[config.mk]
export PLATFORM = sky130hd
export DESIGN_NAME = stagger_seq
export DESIGN_NICKNAME = d
export VERILOG_FILES = /design/src/rtl/stagger_pkg.sv /design/src/rtl/stg_trigger.sv /design/src/rtl/stg_pacer.sv /design/src/rtl/stg_apply.sv /design/src/rtl/stagger_seq.sv
export SDC_FILE = /design/constraint.sdc
export NUM_CORES = 1
export LEC_CHECK = 0
export BUFFER_PORTS_ARGS = -buffer_cell sky130_fd_sc_hd__buf_4
export CAP_MARGIN = 0
export CORE_MARGIN = 5
export CORE_UTILIZATION = 25
export DETAILED_ROUTE_END_ITERATION = 6
export GPL_TIMING_DRIVEN = 0
export PLACE_DENSITY = 0.52
export SLEW_MARGIN = 20
export SYNTH_ARGS = -nofsm -noshare
export SYNTH_HDL_FRONTEND = slang
export SYNTH_SLANG_ARGS = --single-unit
export TNS_END_PERCENT = 5
[constraint.sdc]
create_clock -name clk -period 2.3 [get_ports clk]
set_clock_uncertainty 0.1 [all_clocks]
set_input_delay 0.69 -clock clk [delete_from_list [all_inputs] [get_ports clk]]
set_output_delay 0.69 -clock clk [all_outputs]
set_load 0.02 [all_outputs]
[src/rtl/stagger_pkg.sv]
// Shared constants and the slot-to-channel mapping for the staggered sequencer.
// Assumes the channel bits are laid out as group*COLORS + colour.
package stagger_pkg;

    localparam int unsigned DEF_GROUPS = 16;
    localparam int unsigned DEF_COLORS = 3;
    localparam int unsigned DEF_STEP   = 2;

    // Map a slot in the walk to the output bit it drives (outside-in order).
    function automatic int unsigned slot_bit(input int unsigned slot,
                                             input int unsigned groups,
                                             input int unsigned colors);
        int unsigned trip;
        int unsigned col;
        int unsigned grp;
        trip = slot / colors;
        col  = slot % colors;
        if ((trip % 2) == 0)
            grp = trip / 2;
        else
            grp = groups - 1 - (trip / 2);
        return grp * colors + col;
    endfunction

endpackage

[src/rtl/stg_trigger.sv]
// Holds the enable latch, derives the target vector and flags pass triggers.
// Assumes blank_i and load_i are synchronous to clk.
module stg_trigger #(
    parameter int unsigned CHANS = 48
) (
    input  logic             clk,
    input  logic             rst_n,
    input  logic             blank_i,
    input  logic             load_i,
    input  logic [CHANS-1:0] enable_i,
    output logic [CHANS-1:0] target_o,
    output logic             trig_o
);

    logic [CHANS-1:0] latch_q;
    logic             blank_q;

    // Capture requested enables on the load strobe.
    always_ff @(posedge clk) begin
        if (!rst_n)
            latch_q <= '0;
        else if (load_i)
            latch_q <= enable_i;
    end

    // Remember last blank level; follows the pin even in reset so no false edge.
    always_ff @(posedge clk) begin
        blank_q <= blank_i;
    end

    // Target is the latch unless blanked.
    always_comb begin
        target_o = blank_i ? '0 : latch_q;
    end

    // Any load or blank edge starts a new pass.
    always_comb begin
        trig_o = load_i | (blank_i ^ blank_q);
    end

endmodule

[src/rtl/stg_pacer.sv]
// Paces the walk: waits STEP cycles per slot, advances the slot index and
// reports completion. Assumes STEP >= 1.
module stg_pacer #(
    parameter int unsigned CHANS = 48,
    parameter int unsigned STEP  = 2,
    localparam int unsigned POS_W = (CHANS > 1) ? $clog2(CHANS) : 1,
    localparam int unsigned CNT_W = (STEP > 1) ? $clog2(STEP) : 1
) (
    input  logic             clk,
    input  logic             rst_n,
    input  logic             trig_i,
    output logic             fire_o,
    output logic [POS_W-1:0] pos_o,
    output logic             done_o
);

    logic [CNT_W-1:0] cnt_q;
    logic [POS_W-1:0] pos_q;
    logic             active_q;
    logic             done_q;
    logic             last_tick;

    // Delay counter has reached the end of the current step.
    always_comb begin
        last_tick = (cnt_q == CNT_W'(STEP - 1));
    end

    // A slot is applied at the end of a step unless a restart takes the edge.
    always_comb begin
        fire_o = active_q && last_tick && !trig_i;
    end

    // Step counter, slot index and completion state.
    always_ff @(posedge clk) begin
        if (!rst_n) begin
            cnt_q    <= '0;
            pos_q    <= '0;
            active_q <= 1'b0;
            done_q   <= 1'b1;
        end else if (trig_i) begin
            cnt_q    <= '0;
            pos_q    <= '0;
            active_q <= 1'b1;
            done_q   <= 1'b0;
        end else if (active_q) begin
            if (last_tick) begin
                cnt_q <= '0;
                if (pos_q == POS_W'(CHANS - 1)) begin
                    pos_q    <= '0;
                    active_q <= 1'b0;
                    done_q   <= 1'b1;
                end else begin
                    pos_q <= pos_q + 1'b1;
                end
            end else begin
                cnt_q <= cnt_q + 1'b1;
            end
        end
    end

    assign pos_o  = pos_q;
    assign done_o = done_q;

endmodule

[src/rtl/stg_apply.sv]
// Output register: on each fire, copies one target bit, chosen by the slot
// mapping, into the driven vector. Assumes pos_i < CHANS whenever fire_i is high.
module stg_apply #(
    parameter int unsigned GROUPS = 16,
    parameter int unsigned COLORS = 3,
    localparam int unsigned CHANS = GROUPS * COLORS,
    localparam int unsigned POS_W = (CHANS > 1) ? $clog2(CHANS) : 1
) (
    input  logic             clk,
    input  logic             rst_n,
    input  logic             fire_i,
    input  logic [POS_W-1:0] pos_i,
    input  logic [CHANS-1:0] target_i,
    output logic [CHANS-1:0] drive_o
);

    logic [CHANS-1:0] hit;
    logic [CHANS-1:0] drive_q;

    // One decoder per slot, routed to its channel bit.
    for (genvar p = 0; p < CHANS; p++) begin : g_slot
        localparam int unsigned BIT = stagger_pkg::slot_bit(p, GROUPS, COLORS);
        assign hit[BIT] = fire_i && (pos_i == POS_W'(p));
    end

    // Update only the selected channel bit.
    always_ff @(posedge clk) begin
        if (!rst_n)
            drive_q <= '0;
        else
            drive_q <= (drive_q & ~hit) | (target_i & hit);
    end

    assign drive_o = drive_q;

endmodule

[src/rtl/stagger_seq.sv]
// Staggered channel enable sequencer top. Ties the trigger/latch, the pacer
// and the output register together. Assumes all inputs are synchronous to clk.
module stagger_seq #(
    parameter int unsigned GROUPS   = stagger_pkg::DEF_GROUPS,
    parameter int unsigned COLORS   = stagger_pkg::DEF_COLORS,
    parameter int unsigned STEP_CYC = stagger_pkg::DEF_STEP,
    localparam int unsigned CHANS   = GROUPS * COLORS,
    localparam int unsigned POS_W   = (CHANS > 1) ? $clog2(CHANS) : 1
) (
    input  logic             clk,
    input  logic             rst_n,
    input  logic             blank_i,
    input  logic             load_i,
    input  logic [CHANS-1:0] enable_i,
    output logic [CHANS-1:0] drive_o,
    output logic             done_o
);

    logic [CHANS-1:0] target;
    logic             trig;
    logic             fire;
    logic [POS_W-1:0] pos;

    stg_trigger #(.CHANS(CHANS)) u_trig (
        .clk      (clk),
        .rst_n    (rst_n),
        .blank_i  (blank_i),
        .load_i   (load_i),
        .enable_i (enable_i),
        .target_o (target),
        .trig_o   (trig)
    );

    stg_pacer #(.CHANS(CHANS), .STEP(STEP_CYC)) u_pace (
        .clk    (clk),
        .rst_n  (rst_n),
        .trig_i (trig),
        .fire_o (fire),
        .pos_o  (pos),
        .done_o (done_o)
    );

    stg_apply #(.GROUPS(GROUPS), .COLORS(COLORS)) u_out (
        .clk      (clk),
        .rst_n    (rst_n),
        .fire_i   (fire),
        .pos_i    (pos),
        .target_i (target),
        .drive_o  (drive_o)
    );

endmodule

[After elaboration in Yosys (flattened, before gate mapping)]
Index checks and enable logic that the tools add are counted.
Storage, ports and cells
  register bits: 106
  input port bits: 52
  output and inout bits: 49
  logic and storage cells: 132
Cells by class
  $add $sub $neg: 2
  eq/ne operators: 47
  multiplexer cells: 11
  bitwise operators: 7
  reductions and logical operators: 58
Operators with widths (number)
  AND 48 bit: 2
  == test 6 x 5 -> 1 bit, second input constant: 16
  == test 6 bit, second input constant: 16
  logical AND 1 bit: 50
  == test 6 x 4 -> 1 bit, second input constant: 8
  two-way mux 48 bit: 1
  NOT 48 bit: 1
  OR 48 bit: 1
  == test 6 x 3 -> 1 bit, second input constant: 4
  == test 6 x 2 -> 1 bit, second input constant: 2
  two-way mux 1 bit: 9
  adder 6 x 1 -> 6 bit, second input constant: 1
  == test 6 x 1 -> 1 bit, second input constant: 1
  logical NOT 6 bit: 1
  two-way mux 6 bit: 1
  nonzero test 2 bit: 3
  AND reduction 3 bit: 1
  AND reduction 2 bit: 1
  OR reduction 2 bit: 1
  adder 1 bit, second input constant: 1
  logical NOT 1 bit: 1
  NOT 1 bit: 1
  OR 1 bit: 1
  XOR 1 bit: 1

[Depth between registers and ports, before layout]
Gate-level depths: netlist of run 1.
  depth in word-level cells: 8
  depth in mapped cells: 5
  gate-level depth less buffers: 5

[Hierarchy]
From an unflattened synthesis of run 1, not the netlist that was laid out.
Second synthesis, totals
  cells, all modules: 507
  area total of the unflattened synthesis: 4809.6 µm²
Modules (own cells, without submodules)
  stg_trigger: times used 1, cells each 211, area each 2197.1 µm², sequential area each 980.9 µm²
  stg_apply: times used 1, cells each 246, area each 2192.1 µm², sequential area each 960.9 µm²
  stg_pacer: times used 1, cells each 50, area each 420.4 µm², sequential area each 180.2 µm²

[Worst setup path before layout of run 1]
Ideal clock, no wire load.
  kind: in2reg
  start: input port load_i
  end: register with a tool-made name
  setup time: 72 ps
  data arrival time: 1688 ps
  required time: 2128 ps
  setup slack: 441 ps
  stages: 5
  path buffers: 2
  cells stage by stage: buf_2 > nand3b_4 > buf_2 > nor4_1 > mux2i_1
RTL lines
  start, declared: RTL line stagger_seq.sv:13  | input logic load_i,

==> results of run 1 <==
power breakdown:
group | internal (W) | leakage, nW | switching [W]
clock network | 0.000820 | 0.141 | 0.000698
registers | 0.00189 | 0.865 | 0.0000297
logic | 0.000152 | 1.29 | 0.000185
total | 0.00286 | 2.30 | 0.000913
through the flow:
stage	setup TNS (ns)	area, um^2	hold WS, ns	total power, W
4_1_cts	0	6150	0.361	0.00382
3_3_place_gp	-0.163	5860	0.349	0.00229
2_1_floorplan	0	4800	0.361	0.00216
6_report	0	6150	0.357	0.00377
3_5_place_dp	-0.239	5860	0.347	0.00230
5_1_grt	0	6150	0.390	0.00393
synthesized netlist by cell type (all sizes together) (2+ instances only):
library cell	count
nand2b	2
nand2	54
nand3b	57
nor4	49
or3b	4
nand4b	2
o211ai	3
a31oi	2
nand3	7
inv	3
ha	4
nor2	51
clkbuf	22
buf	25
xor2	2
dfxtp	106
or3	3
mux2i	96
a21oi	4
area by class of cell:
| cell class | instances | area, um^2 | area share |
|---|---|---|---|
| Multi-Input combinational cell | 349 | 2450 | 0.398 |
| Buffer | 47 | 221 | 0.0360 |
| Sequential cell | 106 | 2120 | 0.345 |
| Timing Repair Buffer | 98 | 736 | 0.120 |
| Clock inverter | 4 | 25.0 | 0.00407 |
| Clock buffer | 12 | 267 | 0.0433 |
| Inverter | 3 | 11.3 | 0.00183 |
| Tap cell | 260 | 325 | 0.0529 |
worst max-delay path, delay by kind of cell, from the launching register on:
kind,cells,cell delay [ns]
mux,1,0.25
flops,1,0.44
fa+ha+maj,1,0.29
simple gates,2,1.01
routing by layer:
metal | routed length (um) | vias to the layer above | global-route usage
met4 | 348 | 0 | 0.0513
met2 | 6790 | 147 | 0.209
met3 | 917 | 25 | 0.0308
met5 | 0 | - | 0
li1 | - | 2003 | -
met1 | 6940 | 1962 | 0.183
logic make-up (layout without fill, tap and decap cells):
| group | after synthesis | count (layout) | synth area share |
|---|---|---|---|
| and+or+nand+nor | 233 | 233 | 0.274 |
| DFF | 106 | 106 | 0.442 |
| muxes | 96 | 96 | 0.200 |
| buffers and inverters | 50 | 164 | 0.0485 |
| AOI/OAI and AO/OA | 13 | 13 | 0.0180 |
| adders and majority gates | 4 | 4 | 0.0104 |
| xor gates and xnor gates | 3 | 3 | 0.00704 |
worst max-delay path by stage:
stage                               start                 to  depth (start not counted)
final                     u_pace.pos_o[1]               flop                          4
after global routing      u_pace.pos_o[0]               flop                          4
after CTS                 u_pace.pos_o[0]               flop                          4
after detailed placement           load_i               flop                          5
after global placement              rst_n  u_trig.latch_q[6]                          5
after floorplan                    load_i               flop                          5
==> metrics.md, run 1 <==
| Metric | Value |
|---|---|
| Hold Violations, Final | 0 |
| Cell depth of the worst hold path | 2 |
| Count of cell types in the netlist | 33 |
| Post-synth EDFFs | 0 |
| CTS tree | yes |
| Max-slew headroom | 0.556 |
| Leading cell type in the layout, fill and taps excluded | dfxtp_1 |
| 1st-iter DRT viols | 252 |
| Layout cell share with drive strength beyond 1 | 0.234 |
| First-pass GRT wire length | 23.1 mm |
| # hold bufs at CTS | 0 |
| Largest area contributor in the netlist | dfxtp_1 |
| Gpl congestion | 0.904 |
| Synth top area share | 0.442 |
| Synth Instances | 505 |
| R2R depth | 4 |
| Placed Cells | 863 |
| Synth Flop Type | dfxtp_1 |
| RSZ-0062 raised after global routing | false |
| Worst-Margin Slew | 0.659 ns |
| CTS sink cnt | 106 |
| Row cnt | 50 |
| # resized after CTS | 0 |
| Die Height | 149 um |
| Avg WL per Cell | 17.1 um |
| Largest net degree at the start of global routing | 17 |
| Seq/Total Area, Yosys | 0.442 |
| Chip width | 149 um |
| Worst path required time | 2.49 ns |
| Vias | 4137 |
| Commonest non-fill, non-tap cells in the layout | 106 x dfxtp_1, 101 x buf_4, 96 x mux2i_1, 56 x nand3b_1, 54 x nand2_1 |
| Worst reg-to-reg setup slack | 0.14 ns |
| Worst Path Class, Setup | flop to flop |
| Final WL | 15.0 mm |
| Nets | 670 |
| Critical Path, Cell by Cell | ha_1 > nand3_1 > nor4_1 > mux2i_1 |
| Asr flop ratio synth | 0 |
| P_leak | 2.30 nW |
| Period utilization | 0.939 |
| Final count of pins violating max slew | 0 |
| PwrDens | 613 nW/um^2 |
| H-tree Lvls | 3 |
| CP max-delay cell | nor4_1 |
| Area Overhead vs Synth | 28.2% |
| DR vias/cell | 4.71 |
| Crit path max fanout | 10 |
| Grt total ovfl | 0 |
| Antenna diode count | 0 |
| Post-CTS Setup Inserts | 0 |
| Setup crit start kind | flop |
| Status | finished, final reports clean |
| Initial Util | 0.255 |
| Setup crit end kind | flop |
| HPWL after DPL | 11.3 mm |
| Crit Reg-Reg Startpoint | u_pace.pos_o[1] |
| Full die area | 22100 um^2 |
| Clock-pin slew on the worst setup and hold paths | 0.07 ns |
| # DRC | 0 |
| Total Routing Usage GR | 0.135 |
| Mapped Nets | 561 |
| Worst VDD drop | 0.344 mV |
| Clk_lat worst skew | 0.36 ns |
| Port Buf Inserts | 98 |
| Max-cap violations | 0 |
| Flops & latches, synth | 106 |
| PnR worst setup slack | 0.140 ns |
| CTS root buf | clkbuf_16 |
| Hold/Removal Path Class | flop to flop |
| Drt pass-1 iters | 5 |
| Layout fillers | 1980 |
| Avg Cell Area, Syn | 9.51 um^2 |
| Final setup fails | 0 |
| Top-Level Pins | 101 |
| Largest cells by area after synthesis | dfxtp_1 44%, mux2i_1 20%, nand3b_1 8.8% |
| Area of the core | 18800 um^2 |
| Vias in the first global route | 4073 |
| Post-synthesis cell area | 4800 um^2 |
| Non-Filler Instances | 879 |
| Final core utilization | 0.327 |
| Initial antenna violation count | 0 |
| Num CTS Buffers | 9 |
| Worst Path Arrival | 2.35 ns |
| Synth warnings | 0 |
| Final min period | 2.16 ns |
| DRT antenna net count | 0 |
| Worst path max stage delay | 0.61 ns |
| Max Clk Rate | 0.463 GHz |
| Clk buf depth | 2 |
| Placement Setup Slack | -0.0501 ns |
No activity file was read; power rests on OpenSTA's default activity.
==> run 2: changes to the inputs <==
- ABC_AREA: not set -> 1
==> metrics.md, run 2 <==
| Metric | Value |
|---|---|
| Status | finished, final reports clean |
| Synth warnings | 0 |
| Setup crit end kind | flop |
| Synth Area in Compound Gates | 0.145 |
| Critical Path, Cell by Cell | buf_4 > inv_2 > clkbuf_1 > clkbuf_1 > a21oi_1 |
| H-tree Lvls | 3 |
| PwrDens | 633 nW/um^2 |
| Max-cap violations | 0 |
| Vias in the first global route | 4556 |
| Largest net degree at the start of global routing | 17 |
| DR vias/cell | 4.56 |
| Commonest non-fill, non-tap cells in the layout | 127 x nor2_1, 106 x dfxtp_1, 100 x nand3_1, 100 x buf_4, 91 x nand2_1 |
| Clk_lat worst skew | 0.35 ns |
| Port Buf Inserts | 99 |
| Largest cells by area after synthesis | dfxtp_1 46%, nand3_1 11%, nor2_1 10% |
| Most frequent cell after synthesis | nor2_1 |
| DRT antenna net count | 0 |
| Clock-pin slew on the worst setup and hold paths | 0.07 ns |
| Synth Instances | 677 |
| Drt pass-1 iters | 5 |
| Period utilization | 0.814 |
| # resized after CTS | 0 |
| Initial Util | 0.256 |
| Final setup fails | 0 |
| Die Height | 146 um |
| CP top delay family | buffers and inverters |
| Total Routing Usage GR | 0.145 |
| Final WL | 15.6 mm |
| Largest area contributor in the netlist | dfxtp_1 |
| CTS sink cnt | 106 |
| P_leak | 2.36 nW |
| Max Clk Rate | 0.534 GHz |
| Antenna diode count | 0 |
| CP max-delay cell | clkbuf_1 |
| Final count of pins violating max slew | 0 |
| Synth Flop Type | dfxtp_1 |
| First-pass GRT wire length | 24.6 mm |
| Final min period | 1.87 ns |
| Leading cell type in the layout, fill and taps excluded | nor2_1 |
| # hold bufs at CTS | 0 |
| Placed Cells | 1005 |
| Full die area | 21400 um^2 |
| Xor/xnor share of the synthesized area | 0 |
| Hold WS | 0.359 ns |
| Worst Path Buf+Inv | 4 |
| Flops & latches, synth | 106 |
| Asr flop ratio synth | 0 |
| Gpl congestion | 0.886 |
| Post-synthesis adder-cell area fraction | 0.0108 |
| Mapped Nets | 733 |
| Post-synth EDFFs | 0 |
| Worst VDD drop | 0.387 mV |
| Hold/Removal Path Class | flop to flop |
| Max-slew headroom | 0.566 |
| CTS tree | yes |
| Setup crit start kind | primary input |
| 1st-iter DRT viols | 336 |
| Avg WL per Cell | 15.3 um |
| Vias | 4652 |
| Post-CTS Setup Inserts | 0 |
| Num CTS Buffers | 9 |
| CTS root buf | clkbuf_16 |
| Post-synthesis cell area | 4650 um^2 |
| Worst-Margin Slew | 0.651 ns |
| Worst path max stage delay | 0.51 ns |
| Worst Path Class, Setup | primary input to flop |
| Non-Filler Instances | 1021 |
| Crit path max fanout | 10 |
| Worst Path Arrival | 1.99 ns |
| Top-Level Pins | 101 |
| Main combinational cell family by area after synthesis | simple AND/OR/NAND/NOR gates |
| Setup TNS Final | 0 ns |
| Most common cell on crit path | clkbuf_1 |
| Avg Cell Area, Syn | 6.87 um^2 |
| Area of the core | 18100 um^2 |
| Mux contribution to synthesized area | 0 |
| Synth top area share | 0.456 |
| Area Overhead vs Synth | 28.3% |
| RSZ-0062 raised after global routing | false |
| Hold Violations, Final | 0 |
| Worst path required time | 2.41 ns |
| Clk buf depth | 2 |
| HPWL after DPL | 11.8 mm |
| # DRC | 0 |
| Most frequent cells after synthesis | 127 x nor2_1, 106 x dfxtp_1, 100 x nand3_1 |
| Count of cell types in the netlist | 20 |
| Layout cell share with drive strength beyond 1 | 0.172 |
| Chip width | 146 um |
| Row cnt | 49 |
| Grt total ovfl | 0 |
| Initial antenna violation count | 0 |
| Post-synthesis simple-gate area fraction | 0.295 |
| Nets | 843 |
| Seq/Total Area, Yosys | 0.456 |
-- run 2: changes by cell type after synthesis, moves of 56 or more --
cell	previous run	this run
mux2i_1	96	0
nand3b_1	56	0
nand3_1	7	100
inv_1	3	60
nor2_1	51	127
a21oi_1	4	82
-- run 2: path summary, 6_finish.rpt --
check / start / endpoint / slack [ns] / cells past startpoint
min reg2reg: u_trig.latch_q[17] / u_trig.latch_q[17] / 0.36 / 2
max reg2reg: u_pace.pos_o[0] / flop / 0.51 / 6
max: load_i / u_trig.latch_q[23] / 0.43 / 5
min: u_trig.latch_q[17] / u_trig.latch_q[17] / 0.36 / 2
-- run 2: cells by family after synthesis --
family	Yosys count
simple gates	326
flops	106
fa+ha+maj	4
buf+inv	107
compound gates	134
-- run 2: worst reg2reg max path, delay by kind of cell (launching register included) --
kind	cells	cell delay [ns]
simple gates	3	0.62
flops	1	0.41
fa+ha+maj	1	0.28
compound gates	2	0.25
-- run 2: metal layers --
metal | GRT usage | part of all wire
met1 | 0.200 | 0.47
met2 | 0.233 | 0.47
met3 | 0.0267 | 0.049
met4 | 0.0400 | 0.012
met5 | 0 | 0
-- run 2: power breakdown --
part	internal, W	total [W]	leakage (nW)	switching (W)
clock	0.000842	0.00155	0.136	0.000705
combinational	0.000120	0.000312	1.36	0.000192
sequential	0.00190	0.00192	0.867	0.0000208
-- run 2: layout make-up --
type / count / area, um^2
well taps: 229 / 287
inverters: 62 / 233
multi-input cells: 464 / 2100
fillers: 2022 / 12200
plain buffers: 45 / 199
flip-flops and latches: 106 / 2120
clock inverters: 5 / 55.1
repair buffers: 99 / 743
clock buffers: 11 / 233
-- run 2: stage by stage --
| step | setup WS [ns] | util | power, W | instance area (um^2) |
|---|---|---|---|---|
| final | 0.427 | 0.329 | 0.00378 | 5970 |
| after global routing | 0.307 | 0.329 | 0.00392 | 5970 |
| after CTS | 0.366 | 0.329 | 0.00381 | 5970 |
| after detailed placement | 0.00548 | 0.313 | 0.00227 | 5680 |
| after global placement | 0.0398 | 0.313 | 0.00227 | 5680 |
| after floorplan | 0.558 | - | 0.00213 | 4650 |
